File: src/rtl/asram_pkg.sv
`timescale 1ns/1ps
// Shared types and helpers for the asynchronous SRAM access controller.
// Assumes nothing beyond SystemVerilog constant-function evaluation.
package asram_pkg;

    // Access phases; every access returns to PH_IDLE before the next one.
    typedef enum logic [2:0] {
        PH_IDLE,
        PH_READ,
        PH_WSETUP,
        PH_WHIZ,
        PH_WDRIVE,
        PH_WHOLD
    } asram_phase_e;

    // Raise a cycle count to the one-cycle minimum.
    function automatic int unsigned at_least_one(input int unsigned v);
        return (v < 1) ? 1 : v;
    endfunction

    // Larger of two counts.
    function automatic int unsigned bigger(input int unsigned a, input int unsigned b);
        return (a > b) ? a : b;
    endfunction

endpackage

File: src/rtl/asram_phase_timer.sv
`timescale 1ns/1ps
// Down-counter that times one access phase.
// Loaded with (length - 1) on entry to a phase; done is high in the phase's
// last cycle. Assumes the loader never loads while a phase is still running.
module asram_phase_timer #(
    parameter int unsigned CNT_W = 2
) (
    input  logic             clk,
    input  logic             rst_n,
    input  logic             load,
    input  logic [CNT_W-1:0] len_m1,
    output logic             done
);

    logic [CNT_W-1:0] cnt_q;

    // Count down to zero, reload on phase entry.
    always_ff @(posedge clk) begin
        if (!rst_n) begin
            cnt_q <= '0;
        end else if (load) begin
            cnt_q <= len_m1;
        end else if (cnt_q != '0) begin
            cnt_q <= cnt_q - 1'b1;
        end
    end

    assign done = (cnt_q == '0);

endmodule

File: src/rtl/asram_seq.sv
`timescale 1ns/1ps
// Phase sequencer: walks read and write accesses through their phases and
// produces the memory control levels and the data-driver enable.
// All pin levels are registered from the next phase, so the strobes cannot
// glitch. Assumes the requester offers a new access only when ready is high.
module asram_seq
    import asram_pkg::*;
#(
    parameter int unsigned RD_CYC       = 2,
    parameter int unsigned WR_SETUP_CYC = 1,
    parameter int unsigned WR_PULSE_CYC = 2,
    parameter int unsigned WR_HOLD_CYC  = 1,
    parameter int unsigned WE_HIZ_CYC   = 1,
    parameter int unsigned DATA_SU_CYC  = 1
) (
    input  logic clk,
    input  logic rst_n,
    input  logic req_valid,
    input  logic req_write,
    input  logic req_oe_low,
    output logic req_ready,
    output logic accept,
    output logic rd_capture,
    output logic mem_ce_n,
    output logic mem_oe_n,
    output logic mem_we_n,
    output logic dq_drive
);

    localparam int unsigned RD_LEN  = at_least_one(RD_CYC);
    localparam int unsigned SU_LEN  = at_least_one(WR_SETUP_CYC);
    localparam int unsigned PW_LEN  = at_least_one(WR_PULSE_CYC);
    localparam int unsigned HD_LEN  = at_least_one(WR_HOLD_CYC);
    localparam int unsigned HZ_LEN  = at_least_one(WE_HIZ_CYC);
    localparam int unsigned DS_LEN  = at_least_one(DATA_SU_CYC);
    localparam int unsigned MAX_LEN = bigger(bigger(bigger(RD_LEN, SU_LEN), bigger(PW_LEN, HD_LEN)),
                                             bigger(HZ_LEN, DS_LEN));
    localparam int unsigned CNT_W   = $clog2(MAX_LEN + 1);

    asram_phase_e     state_q, state_d;
    logic             style_q, style_d;
    logic             load, done;
    int unsigned      phase_len;
    logic [CNT_W-1:0] len_m1;

    assign req_ready  = (state_q == PH_IDLE);
    assign accept     = req_valid && req_ready;
    assign style_d    = accept ? req_oe_low : style_q;
    assign rd_capture = (state_q == PH_READ) && done;

    // Next phase from the current phase and the timer.
    always_comb begin
        state_d = state_q;
        unique case (state_q)
            PH_IDLE:   if (req_valid) state_d = req_write ? PH_WSETUP : PH_READ;
            PH_READ:   if (done) state_d = PH_IDLE;
            PH_WSETUP: if (done) state_d = style_q ? PH_WHIZ : PH_WDRIVE;
            PH_WHIZ:   if (done) state_d = PH_WDRIVE;
            PH_WDRIVE: if (done) state_d = PH_WHOLD;
            PH_WHOLD:  if (done) state_d = PH_IDLE;
            default:   state_d = PH_IDLE;
        endcase
    end

    // Length of the phase being entered.
    always_comb begin
        unique case (state_d)
            PH_READ:   phase_len = RD_LEN;
            PH_WSETUP: phase_len = SU_LEN;
            PH_WHIZ:   phase_len = HZ_LEN;
            PH_WDRIVE: phase_len = style_d ? DS_LEN : PW_LEN;
            PH_WHOLD:  phase_len = HD_LEN;
            default:   phase_len = 1;
        endcase
        len_m1 = CNT_W'(phase_len - 1);
    end

    assign load = (state_d != state_q) && (state_d != PH_IDLE);

    asram_phase_timer #(.CNT_W(CNT_W)) u_timer (
        .clk    (clk),
        .rst_n  (rst_n),
        .load   (load),
        .len_m1 (len_m1),
        .done   (done)
    );

    // Phase register and write style held for the whole access.
    always_ff @(posedge clk) begin
        if (!rst_n) begin
            state_q <= PH_IDLE;
            style_q <= 1'b0;
        end else begin
            state_q <= state_d;
            style_q <= style_d;
        end
    end

    // Registered pin levels decoded from the phase being entered.
    always_ff @(posedge clk) begin
        if (!rst_n) begin
            mem_ce_n <= 1'b1;
            mem_oe_n <= 1'b1;
            mem_we_n <= 1'b1;
            dq_drive <= 1'b0;
        end else begin
            mem_ce_n <= (state_d == PH_IDLE);
            mem_oe_n <= !((state_d == PH_READ) ||
                          (style_d && (state_d inside {PH_WSETUP, PH_WHIZ, PH_WDRIVE, PH_WHOLD})));
            mem_we_n <= !(state_d inside {PH_WHIZ, PH_WDRIVE});
            dq_drive <= style_d ? (state_d == PH_WDRIVE)
                                : (state_d inside {PH_WSETUP, PH_WDRIVE, PH_WHOLD});
        end
    end

    AST_IDLE_QUIET: assert property (@(posedge clk) disable iff (!rst_n)
        req_ready |-> (mem_ce_n && mem_oe_n && mem_we_n && !dq_drive));
    AST_CAPTURE_IN_READ: assert property (@(posedge clk) disable iff (!rst_n)
        rd_capture |-> (!mem_ce_n && !mem_oe_n && mem_we_n));
    AST_WE_NEEDS_CE: assert property (@(posedge clk) disable iff (!rst_n)
        !mem_we_n |-> !mem_ce_n);
    AST_DATA_AT_WRITE_END: assert property (@(posedge clk) disable iff (!rst_n)
        $rose(mem_we_n) |-> $past(dq_drive));
    AST_NO_CONTENTION: assert property (@(posedge clk) disable iff (!rst_n)
        !(dq_drive && !mem_ce_n && !mem_oe_n && mem_we_n));
    AST_TURNAROUND: assert property (@(posedge clk) disable iff (!rst_n)
        $rose(dq_drive) |-> ($past(mem_oe_n) || !$past(mem_we_n)));

endmodule

File: src/rtl/asram_dpath.sv
`timescale 1ns/1ps
// Data path: registers address and write byte at acceptance and captures
// the read byte on the sequencer's capture pulse.
// Assumes accept and rd_capture come from the sequencer in the same clock.
module asram_dpath #(
    parameter int unsigned ADDR_W = 15,
    parameter int unsigned DATA_W = 8
) (
    input  logic              clk,
    input  logic              rst_n,
    input  logic              accept,
    input  logic [ADDR_W-1:0] req_addr,
    input  logic [DATA_W-1:0] req_wdata,
    input  logic              rd_capture,
    input  logic [DATA_W-1:0] mem_dq_in,
    output logic [ADDR_W-1:0] mem_addr,
    output logic [DATA_W-1:0] mem_dq_out,
    output logic              rd_valid,
    output logic [DATA_W-1:0] rd_data
);

    // Request fields held for the whole access.
    always_ff @(posedge clk) begin
        if (!rst_n) begin
            mem_addr   <= '0;
            mem_dq_out <= '0;
        end else if (accept) begin
            mem_addr   <= req_addr;
            mem_dq_out <= req_wdata;
        end
    end

    // Read byte capture and its one-cycle strobe.
    always_ff @(posedge clk) begin
        if (!rst_n) begin
            rd_valid <= 1'b0;
            rd_data  <= '0;
        end else begin
            rd_valid <= rd_capture;
            if (rd_capture) rd_data <= mem_dq_in;
        end
    end

endmodule

File: src/rtl/asram_ctrl.sv
`timescale 1ns/1ps
// Top of the asynchronous SRAM access controller: a request port on one side,
// chip/output/write enables, address and a split data bus on the other.
// Assumes a requester that waits for req_ready and a pad that drives
// mem_dq_out onto the memory pins while mem_dq_oe is high.
module asram_ctrl #(
    parameter int unsigned ADDR_W       = 15,
    parameter int unsigned DATA_W       = 8,
    parameter int unsigned RD_CYC       = 2,
    parameter int unsigned WR_SETUP_CYC = 1,
    parameter int unsigned WR_PULSE_CYC = 2,
    parameter int unsigned WR_HOLD_CYC  = 1,
    parameter int unsigned WE_HIZ_CYC   = 1,
    parameter int unsigned DATA_SU_CYC  = 1
) (
    input  logic              clk,
    input  logic              rst_n,
    input  logic              req_valid,
    input  logic              req_write,
    input  logic              req_oe_low,
    input  logic [ADDR_W-1:0] req_addr,
    input  logic [DATA_W-1:0] req_wdata,
    output logic              req_ready,
    output logic              rd_valid,
    output logic [DATA_W-1:0] rd_data,
    output logic              mem_ce_n,
    output logic              mem_oe_n,
    output logic              mem_we_n,
    output logic [ADDR_W-1:0] mem_addr,
    output logic [DATA_W-1:0] mem_dq_out,
    output logic              mem_dq_oe,
    input  logic [DATA_W-1:0] mem_dq_in
);

    logic accept;
    logic rd_capture;

    asram_seq #(
        .RD_CYC       (RD_CYC),
        .WR_SETUP_CYC (WR_SETUP_CYC),
        .WR_PULSE_CYC (WR_PULSE_CYC),
        .WR_HOLD_CYC  (WR_HOLD_CYC),
        .WE_HIZ_CYC   (WE_HIZ_CYC),
        .DATA_SU_CYC  (DATA_SU_CYC)
    ) u_seq (
        .clk        (clk),
        .rst_n      (rst_n),
        .req_valid  (req_valid),
        .req_write  (req_write),
        .req_oe_low (req_oe_low),
        .req_ready  (req_ready),
        .accept     (accept),
        .rd_capture (rd_capture),
        .mem_ce_n   (mem_ce_n),
        .mem_oe_n   (mem_oe_n),
        .mem_we_n   (mem_we_n),
        .dq_drive   (mem_dq_oe)
    );

    asram_dpath #(
        .ADDR_W (ADDR_W),
        .DATA_W (DATA_W)
    ) u_dpath (
        .clk        (clk),
        .rst_n      (rst_n),
        .accept     (accept),
        .req_addr   (req_addr),
        .req_wdata  (req_wdata),
        .rd_capture (rd_capture),
        .mem_dq_in  (mem_dq_in),
        .mem_addr   (mem_addr),
        .mem_dq_out (mem_dq_out),
        .rd_valid   (rd_valid),
        .rd_data    (rd_data)
    );

    AST_ACCESS_HELD: assert property (@(posedge clk) disable iff (!rst_n)
        (!mem_ce_n && !$past(mem_ce_n)) |-> ($stable(mem_addr) && $stable(mem_dq_out)));
    AST_ADDR_UNDER_WE: assert property (@(posedge clk) disable iff (!rst_n)
        (!mem_we_n && !$past(mem_we_n)) |-> $stable(mem_addr));

endmodule

File: config.mk
export PLATFORM = sky130hd
export DESIGN_NAME = asram_ctrl
export DESIGN_NICKNAME = d
export VERILOG_FILES = /design/src/rtl/asram_pkg.sv /design/src/rtl/asram_phase_timer.sv /design/src/rtl/asram_seq.sv /design/src/rtl/asram_dpath.sv /design/src/rtl/asram_ctrl.sv
export SDC_FILE = /design/constraint.sdc
export NUM_CORES = 1
export LEC_CHECK = 0
export ABC_AREA = 0
export BUFFER_PORTS_ARGS = -buffer_cell sky130_fd_sc_hd__clkbuf_2
export CAP_MARGIN = 0
export CORE_ASPECT_RATIO = 1.2
export CORE_MARGIN = 3
export CORE_UTILIZATION = 46
export DETAILED_ROUTE_END_ITERATION = 8
export MAX_ROUTING_LAYER = met4
export PLACE_DENSITY = 0.78
export SLEW_MARGIN = 20
export SYNTH_ARGS = -nofsm -noshare
export SYNTH_HDL_FRONTEND = slang
export SYNTH_SLANG_ARGS = --single-unit
File: constraint.sdc
create_clock -name clk -period 1.96 [get_ports clk]
set_clock_uncertainty 0.1 [all_clocks]
set_input_delay 0.196 -clock clk [delete_from_list [all_inputs] [get_ports clk]]
set_output_delay 0.196 -clock clk [all_outputs]
set_load 0.005 [all_outputs]
* Word level (Yosys, flattened, before mapping) *
Cells that the tools add are included.

word-level totals
  bits in registers = 42
  latch bits = 0
  bits in writable memories = 0
  memory bits (read-only) = 0
  bits of input ports = 36
  logic and storage cells = 55
  memories kept = 0

cells by class
  add/sub/neg operators = 2
  $mul = 0
  div/mod/pow operators = 0
  $lt $le $gt $ge = 0
  eq/ne operators = 11
  shift-type cells = 0
  multiplexer cells = 14
  bitwise operators = 0
  reduce and logical (&&, ||, !) cells = 17

operators by type and width
  cell                   number
  $mux W3                6
  $pmux W3 S5            1
  $eq A3 B2 Y1 const B   4
  $eq A3 B3 Y1 const B   4
  $mux W2                4
  $eq A3 B1 Y1 const B   2
  $logic_not A3 Y1       2
  $reduce_bool A2 Y1     3
  $reduce_bool A3 Y1     2
  $logic_and A1 B1 Y1    4
  $pmux W2 S2            1
  $reduce_bool A4 Y1     1
  $sub A2 B1 Y2 const B  2
  $ne A3 B3 Y1           1
  $logic_not A1 Y1       2
  $logic_not A2 Y1       1
  $mux W1                2
  $reduce_or A2 Y1       1
  $logic_or A1 B1 Y1     1

* Longest topological paths before layout *
Gate-level depths: netlist of the first run.

  word-level depth = 8
  gate-level depth with buffers = 7
  mapped depth without buffers = 5

* Cells and area by module *
Synthesis of the first run repeated with hierarchy kept, for this count alone.

unflattened totals
  cells, all modules = 169
  area, all modules = 1850.5 sq um

by module, submodules not included
  module             times used  cells an instance  area an instance (sq um)  seq. area each (sq um)
  asram_dpath        1           102                1221.2                    640.6
  asram_seq          1           54                 505.5                     160.2
  asram_phase_timer  1           13                 123.9                     40.0

* Worst setup path after synthesis of the first run *
No wires, ideal clock.

  path type = flip-flop to flip-flop
  start point = register u_seq.state_q[2]
  end point = register u_seq.dq_drive
  library setup time = 0.116 ns
  arrival = 1.401 ns
  data required time = 1.744 ns
  slack = 0.343 ns
  cell stages (with the launch flop) = 7
  buffers on the path = 1
  period minus slack after synthesis = 1.617 ns
  cells stage by stage = dfxtp_1 buf_6 nor2_4 nand2_2 o221a_2 maj3_2 and3_1

on the way
  word-level cells in the longest chain between the ends = 6

ends and longest elaborated chain
  element                                       line              RTL
  start: declaration                            asram_seq.sv:40   asram_phase_e state_q, state_d;
  start signal: assignment                      asram_seq.sv:94   state_q <= state_d;
  $eq A3 B3 Y1 or $eq A3 B1 Y1 (tied branches)  asram_seq.sv:54   unique case (state_q)
  $reduce_or A2 Y1 (no source line)             --
  $pmux W3 S5                                   asram_seq.sv:54
  $eq A3 B2 Y1, or another cell as far along    asram_seq.sv:112  : (state_d inside {PH_WSETUP, PH_WDRIVE, PH_WHOLD});
  $reduce_bool A3 Y1                            asram_seq.sv:112
  $mux W1 (*)                                   asram_seq.sv:111  dq_drive <= style_d ? (state_d == PH_WDRIVE)
  end signal: assignment                        asram_seq.sv:111
  end: declaration                              asram_seq.sv:27   output logic dq_drive

Mark *: on every way between the ends. The rest lies on a longest branch, timed or not.
A chain may end at the register's enable or synchronous reset.

* Worst setup path after layout of the first run *
Ends and elaborated chain as after synthesis.

==> summary.md, run 1 <==
### Timing
- 0 ps — setup TNS
- 1810 ps — crit path time final
- 154 ps — Worst Slack Setup Final
- 0 — final number of hold-violating endpoints
- no — setup repair after global routing missed its margin
- 0 — Setup Viol. Count Final
- 92.1% — Final Cycle Share
- 0 — fin. max-slew vios
- 0.554 GHz — Peak Freq
- 508 ps — worst slew pin tran
- 66.0% — Max-slew headroom

### Power
- 492 uV — peak supply drop
- 26.4% — switching share of power
- 1.50 mW — internal portion of total power
- 939 nW/um2 — power per unit of standard cell area
- 47.9% — Flop pwr share
- 19.5% — Comb power frac
- 1.04 nW — leakage component of the power
- 32.6% — relative contribution of the clock network to total power
- 537 uW — NetSw

### Finish
- 34.4% — fraction of final layout cells with drive strength greater than 1
- 0 — ant diodes
- 29.6% — Layout Area Growth over Synthesis
- 310 — Fillers
- 305 — Layout Nets

### Setup path
- 1890 ps — critical path arrival
- flop — startpoint type of the worst setup path
- flop — Worst setup EP type
- flip-flops — cell family with most CP delay
- 2050 ps — Critical Path RT
- flop to flop — kind of critical path
- 550 ps — maximum single-stage delay on the critical path
- 10 — maximum fanout along the worst path
- 0 — worst path buffer plus inverter count
- nor4b_1 -> o21bai_1 -> o221a_2 -> maj3_2 -> and3_1 — crit-path cells
- u_seq.state_q[2]$_SDFF_PN0_ — critical register-to-register path startpoint
- dfxtp_1 — Worst path slowest cell
- u_seq.state_q[2]$_SDFF_PN0_ — launching element of the worst setup path

### Placed design
- 72 — number of port buffers
- 0.866 — weighted congestion reported at the end of routability-driven placement
- 2830 um — DP HPWL
- 232 ps — pre-CTS setup slack

### Synth
- 8.53 um2 — syn avg cell area
- 51 x nand2_1, 42 x dfxtp_1, 28 x a21oi_1 — commonest cells in the netlist
- 0 — number of enable flip-flop cells after synthesis
- dfxtp_1 50%, nand2_1 11%, a21oi_1 8.4%, mux2i_1 5.4%, nor2_1 3.1% — cell types with the largest area share after synthesis
- 1670 um2 — area of the mapped netlist
- 39 — number of library cell types mapped by synthesis
- 0% — proportion of register bits with asynchronous set or reset after synthesis
- 50.3% — post-synthesis sequential area ratio
- dfxtp_1 — largest area contributor in the synthesized netlist
- 0 — Yosys warnings
- dfxtp_1 — leading register cell type out of synthesis
- 196 — number of instances in the synthesized netlist
- nand2_1 — most frequent cell after synthesis
- 232 — post-synthesis net count
- 50.3% — area share of the largest cell type after synthesis
- 42 — #FFs+latches synth

### Route
- 5.16 — via density per instance
- 1,583 — vias after detailed routing
- 3910 um — wire length after detailed routing
- 64 — initial DRC count
- 4 — TritonRoute pass-1 iters
- 0 — antenna violation net count after detailed routing
- 0 — DRC violations left
- 12.7 um — average wire per cell in the routed design

### GRT
- 19.5% — overall routing resource usage
- 6410 um — first-pass GRT wire length
- 1,489 — via count of the first global-routing pass
- 26 — largest net degree at the start of global routing
- 0 — initial antenna violation count
- 0 — leftover overflow at the end of global routing

### Clock tree
- 290 ps — worst skew pair latency
- 0 — number of post-CTS setup repair buffers
- clkbuf_8 — CTS Root Buffer Type
- yes — clock tree from TritonCTS
- 0 — CTS Hold Bufs
- 70 ps — CTS clk-pin slew, worst paths
- 42 — clk sinks
- 2 — H-tree depth
- 0 — post-cts repair resize count
- 2 — maximum root-to-sink buffer count
- 5 — CTS Buf Count

### Floorplanning
- 3420 um2 — area of the core region
- 72.0 um — height of the die
- 23 — Placement Rows
- 4400 um2 — area of the die
- 73 — IO Pins
- 61.0 um — die width
- 48.8% — starting utilization of the core area

### Min path
- input port to flop — worst hold-check path type
- req_addr[13] — hold_sp

### Run status
- completed — status

### Flow run
- 0 — max_cap viols

-- cell type report --
type	count	area [um2]	share of cell area, %
sequential	42	841	38.8
multi-input combinational	140	759	35.1
timing repair buffer	78	405	18.7
clock buffer	7	76.3	3.52
tap	37	46.3	2.14
clock inverter	1	30.0	1.39
inverter	2	7.51	0.347
-- kinds of logic (layout without fill, tap and decap cells) --
kind of cell	after synthesis	count (layout)	share of synthesized area [%]
adder cells (fa/ha/maj)	1	1	0.674
buffers and inverters	14	88	4.27
multiplexers	9	9	5.39
flip-flops	42	42	50.3
AO/OA/AOI/OAI	47	47	17.4
AND/OR/NAND/NOR	83	83	21.9
-- per-layer routing --
| layer | track usage [%] | wire, um | vias to the layer above |
|---|---|---|---|
| li1 | - | - | 808 |
| met1 | 22.8 | 1700 | 705 |
| met2 | 30.4 | 1860 | 59 |
| met3 | 5.87 | 253 | 11 |
| met4 | 8.92 | 98 | 0 |
| met5 | - | 0 | - |
-- layout by cell type, fill, tap and decap left out, drive strengths merged, types with 2 or more instances in the layout --
cell	instances
o221ai	2
a21oi	28
buf	6
dfxtp	42
and2	3
nand3	2
nand2	52
nor2b	3
a211o	2
clkbuf	79
o221a	2
mux2i	9
nor3	2
nor2	16
o21ai	4
-- tightest hold or removal path, stage by stage --
cell      delay, ps
clkbuf_2         80
nand2_1          40
a21oi_1          50
-- metrics by stage --
step	util, %	hold WS [ps]	cell area [um2]	power [mW]	cells
2_1_floorplan	-	158	1670	1.23	196
3_3_place_gp	60.1	321	2060	1.38	299
3_5_place_dp	60.1	325	2060	1.39	299
4_1_cts	63.2	9.08	2170	2.05	307
5_1_grt	63.2	13.0	2170	2.14	307
6_report	63.2	18.4	2170	2.03	307
-- sequential cells by signal (all words and copies together) (netlist names) --
signal and count:
u_seq.mem_ce_n 1, u_dpath.rd_valid 1, u_dpath.rd_data 8, u_seq.u_timer.cnt_q 2, u_seq.style_q 1, u_seq.mem_we_n 1
u_dpath.mem_dq_out 8, u_seq.mem_oe_n 1, u_dpath.mem_addr 15, u_seq.state_q 3, u_seq.dq_drive 1
-- power by group through the flow --
| stage | sequential [mW] | clock, mW | combinational, mW |
|---|---|---|---|
| 2_1_floorplan | 0.989 | 0 | 0.245 |
| 3_3_place_gp | 0.992 | 0 | 0.390 |
| 3_5_place_dp | 0.994 | 0 | 0.397 |
| 4_1_cts | 0.974 | 0.678 | 0.400 |
| 5_1_grt | 0.985 | 0.710 | 0.446 |
| 6_report | 0.974 | 0.663 | 0.396 |
-- final timing paths --
| check | slack, ps | end | cells past startpoint |
|---|---|---|---|
| worst max register to register | 150 | u_seq.dq_drive$_SDFF_PN0_ | 5 |
| worst min register to register | 360 | u_dpath.mem_addr[10]$_SDFFE_PN0P_ | 2 |
| worst max-delay path | 150 | u_seq.dq_drive$_SDFF_PN0_ | 5 |
| worst min-delay path | 20 | u_dpath.mem_addr[13]$_SDFFE_PN0P_ | 3 |
(Power assumes the default switching activity.)
==> inputs of run 2 (changes only) <==
--- a/config.mk
+++ b/config.mk
@@ -8,7 +8,7 @@
 export ABC_AREA = 0
 export BUFFER_PORTS_ARGS = -buffer_cell sky130_fd_sc_hd__clkbuf_2
 export CAP_MARGIN = 0
-export CORE_ASPECT_RATIO = 1.2
+export CORE_ASPECT_RATIO = 1.1
 export CORE_MARGIN = 3
 export CORE_UTILIZATION = 46
 export DETAILED_ROUTE_END_ITERATION = 8
==> run 2 against run 1 <==
  * Global-route usage grew 3.1 points
  * Die area is essentially flat
  * Critical path depth is the same
  * Setup slack lost 4.7 ps
  * Utilization grew 8.8 points
  * Register-to-register slack is essentially flat
  * Clock power shrank 35%
  * Critical path type unchanged
==> summary.md, run 2 (synthesis gave the netlist of run 1 again) <==
### Finish
- 72 x clkbuf_2, 51 x nand2_1, 42 x dfxtp_1 — commonest non-fill, non-tap cells in the layout
- 0 — ant diodes, unchanged
- 336 — Layout Nets, +10%
- 47.1% — Layout Area Growth over Synthesis
- u_dpath.mem_addr x15, u_dpath.mem_dq_out x8, u_dpath.rd_data x8 — largest registers
- u_dpath.mem_addr — register with the most flip-flops
- clkbuf_2 — most common cell after layout, fill and taps aside
- 30.9% — fraction of final layout cells with drive strength greater than 1, -3.5 points
- 15 — max FFs per register, unchanged
- 2460 um2 — final design instance area without fill, +14%

### Run status
- completed — status

### Setup path
- 10 — maximum fanout along the worst path, unchanged
- u_seq.state_q[2]$_SDFF_PN0_ — critical register-to-register path startpoint
- flop — Worst setup EP type
- u_seq.state_q[2]$_SDFF_PN0_ — launching element of the worst setup path
- 1940 ps — critical path arrival, +50 ps
- flop to flop — kind of critical path
- flop — startpoint type of the worst setup path
- 2090 ps — Critical Path RT, +40 ps

### Power
- 1.16 nW — leakage component of the power, +11%
- 758 nW/um2 — power per unit of standard cell area, -19%
- 443 uV — peak supply drop, -9.9%

### Floorplanning
- 3410 um2 — area of the core region, -0.33%
- 22 — Placement Rows, -4.3%
- 73 — IO Pins, unchanged
- 49.0% — starting utilization of the core area, +0.16 points
- 4390 um2 — area of the die, about the same
- 69.2 um — height of the die, -3.9%
- 63.5 um — die width, +4.0%

### GRT
- 7740 um — first-pass GRT wire length, +21%
- 1,700 — via count of the first global-routing pass, +14%
- 0 — initial antenna violation count, unchanged
- 26 — largest net degree at the start of global routing, unchanged
- 0 — leftover overflow at the end of global routing, unchanged
- 22.7% — overall routing resource usage, +3.1 points

### Route
- 4 — TritonRoute pass-1 iters, unchanged
- 0 — DRC violations left, unchanged
- 13.3 um — average wire per cell in the routed design, +4.7%
- 1,758 — vias after detailed routing, +11%
- 5.04 — via density per instance, -2.3%
- 4660 um — wire length after detailed routing, +19%
- 150 — initial DRC count, +130%
- 0 — antenna violation net count after detailed routing, unchanged

### Placed design
- 2080 um2 — dpl cell area, +0.91%
- 224 ps — pre-CTS setup slack, -7.94 ps
- 2760 um — DP HPWL, -2.2%
- 72 — number of port buffers, unchanged
- 0.861 — weighted congestion reported at the end of routability-driven placement, -0.53%

### Timing
- 92.4% — Final Cycle Share, +0.24 points
- 1810 ps — crit path time final, +4.66 ps
- 0 ps — setup TNS, unchanged
- 111 ps — Hold Slack, +92.2 ps
- 0 — Setup Viol. Count Final, unchanged
- 564 ps — worst slew pin tran, +55.8 ps
- 62.3% — Max-slew headroom, -3.7 points
- 0 — final number of hold-violating endpoints, unchanged
- 0.552 GHz — Peak Freq, -0.26%
- no — setup repair after global routing missed its margin
- 150 ps — Worst Slack Setup Final, -4.66 ps
- 0 — fin. max-slew vios, unchanged

### Clock tree
- 2 — maximum root-to-sink buffer count, unchanged
- yes — clock tree from TritonCTS
- 42 — clk sinks, unchanged
- 0 — post-cts repair resize count, unchanged
- 32 — CTS Hold Bufs, +32
- 100 ps — CTS clk-pin slew, worst paths, +30 ps
- 0 — number of post-CTS setup repair buffers, unchanged
- 5 — CTS Buf Count, unchanged
- 330 ps — worst skew pair latency, +40 ps
- 2 — H-tree depth, unchanged
- clkbuf_4 — CTS Root Buffer Type

### Min path
- input port to flop — worst hold-check path type
- req_oe_low — hold_sp

### Flow run
- 0 — max_cap viols, unchanged

[run 2: worst paths after layout]
check | end | slack, ps | cells past startpoint
hold reg to reg | u_dpath.mem_addr[7]$_SDFFE_PN0P_ | 360 | 2
setup reg to reg | u_seq.dq_drive$_SDFF_PN0_ | 150 | 5
hold / removal | u_seq.style_q$_SDFF_PN0_ | 110 | 3
setup / recovery | u_seq.dq_drive$_SDFF_PN0_ | 150 | 5
[run 2: area by class of cell]
class,instances,area (um2)
tap,48,60.1
sequential,42,841
clock inverter,1,5.00
clock buffer,7,55.1
inverter,2,7.51
timing repair buffer,109,731
fill,281,955
multi-input combinational,140,759
[run 2: stage by stage]
stage	total power, mW	instances	util [%]
3_3_place_gp	1.38	309	60.9
3_5_place_dp	1.39	309	60.9
5_1_grt	1.98	349	72.0
2_1_floorplan	1.23	196	-
6_report	1.86	349	72.0
4_1_cts	1.87	349	72.0
[run 2: power breakdown]
part           internal, mW  leakage [nW]  total, mW  switching, mW
Combinational         0.232         0.782      0.457          0.224
Sequential            0.926         0.344      0.976         0.0500
Clock                 0.174        0.0353      0.430          0.256
[run 2: critical path, cell delays in order, from the launching register on]
cell      delay (ps)
dfxtp_1          570
nor4b_1          310
o21bai_1         120
o221a_2          150
maj3_2           300
and3_1           170
[run 2: metal layers]
| layer | part of all wire, % | vias up | GRT usage, % | wire length (um) |
|---|---|---|---|---|
| li1 | - | 872 | - | - |
| met1 | 39 | 791 | 26.8 | 1840 |
| met2 | 52 | 89 | 37.0 | 2430 |
| met3 | 6.9 | 6 | 5.02 | 323 |
| met4 | 1.3 | 0 | 9.35 | 61 |
| met5 | 0 | - | - | 0 |
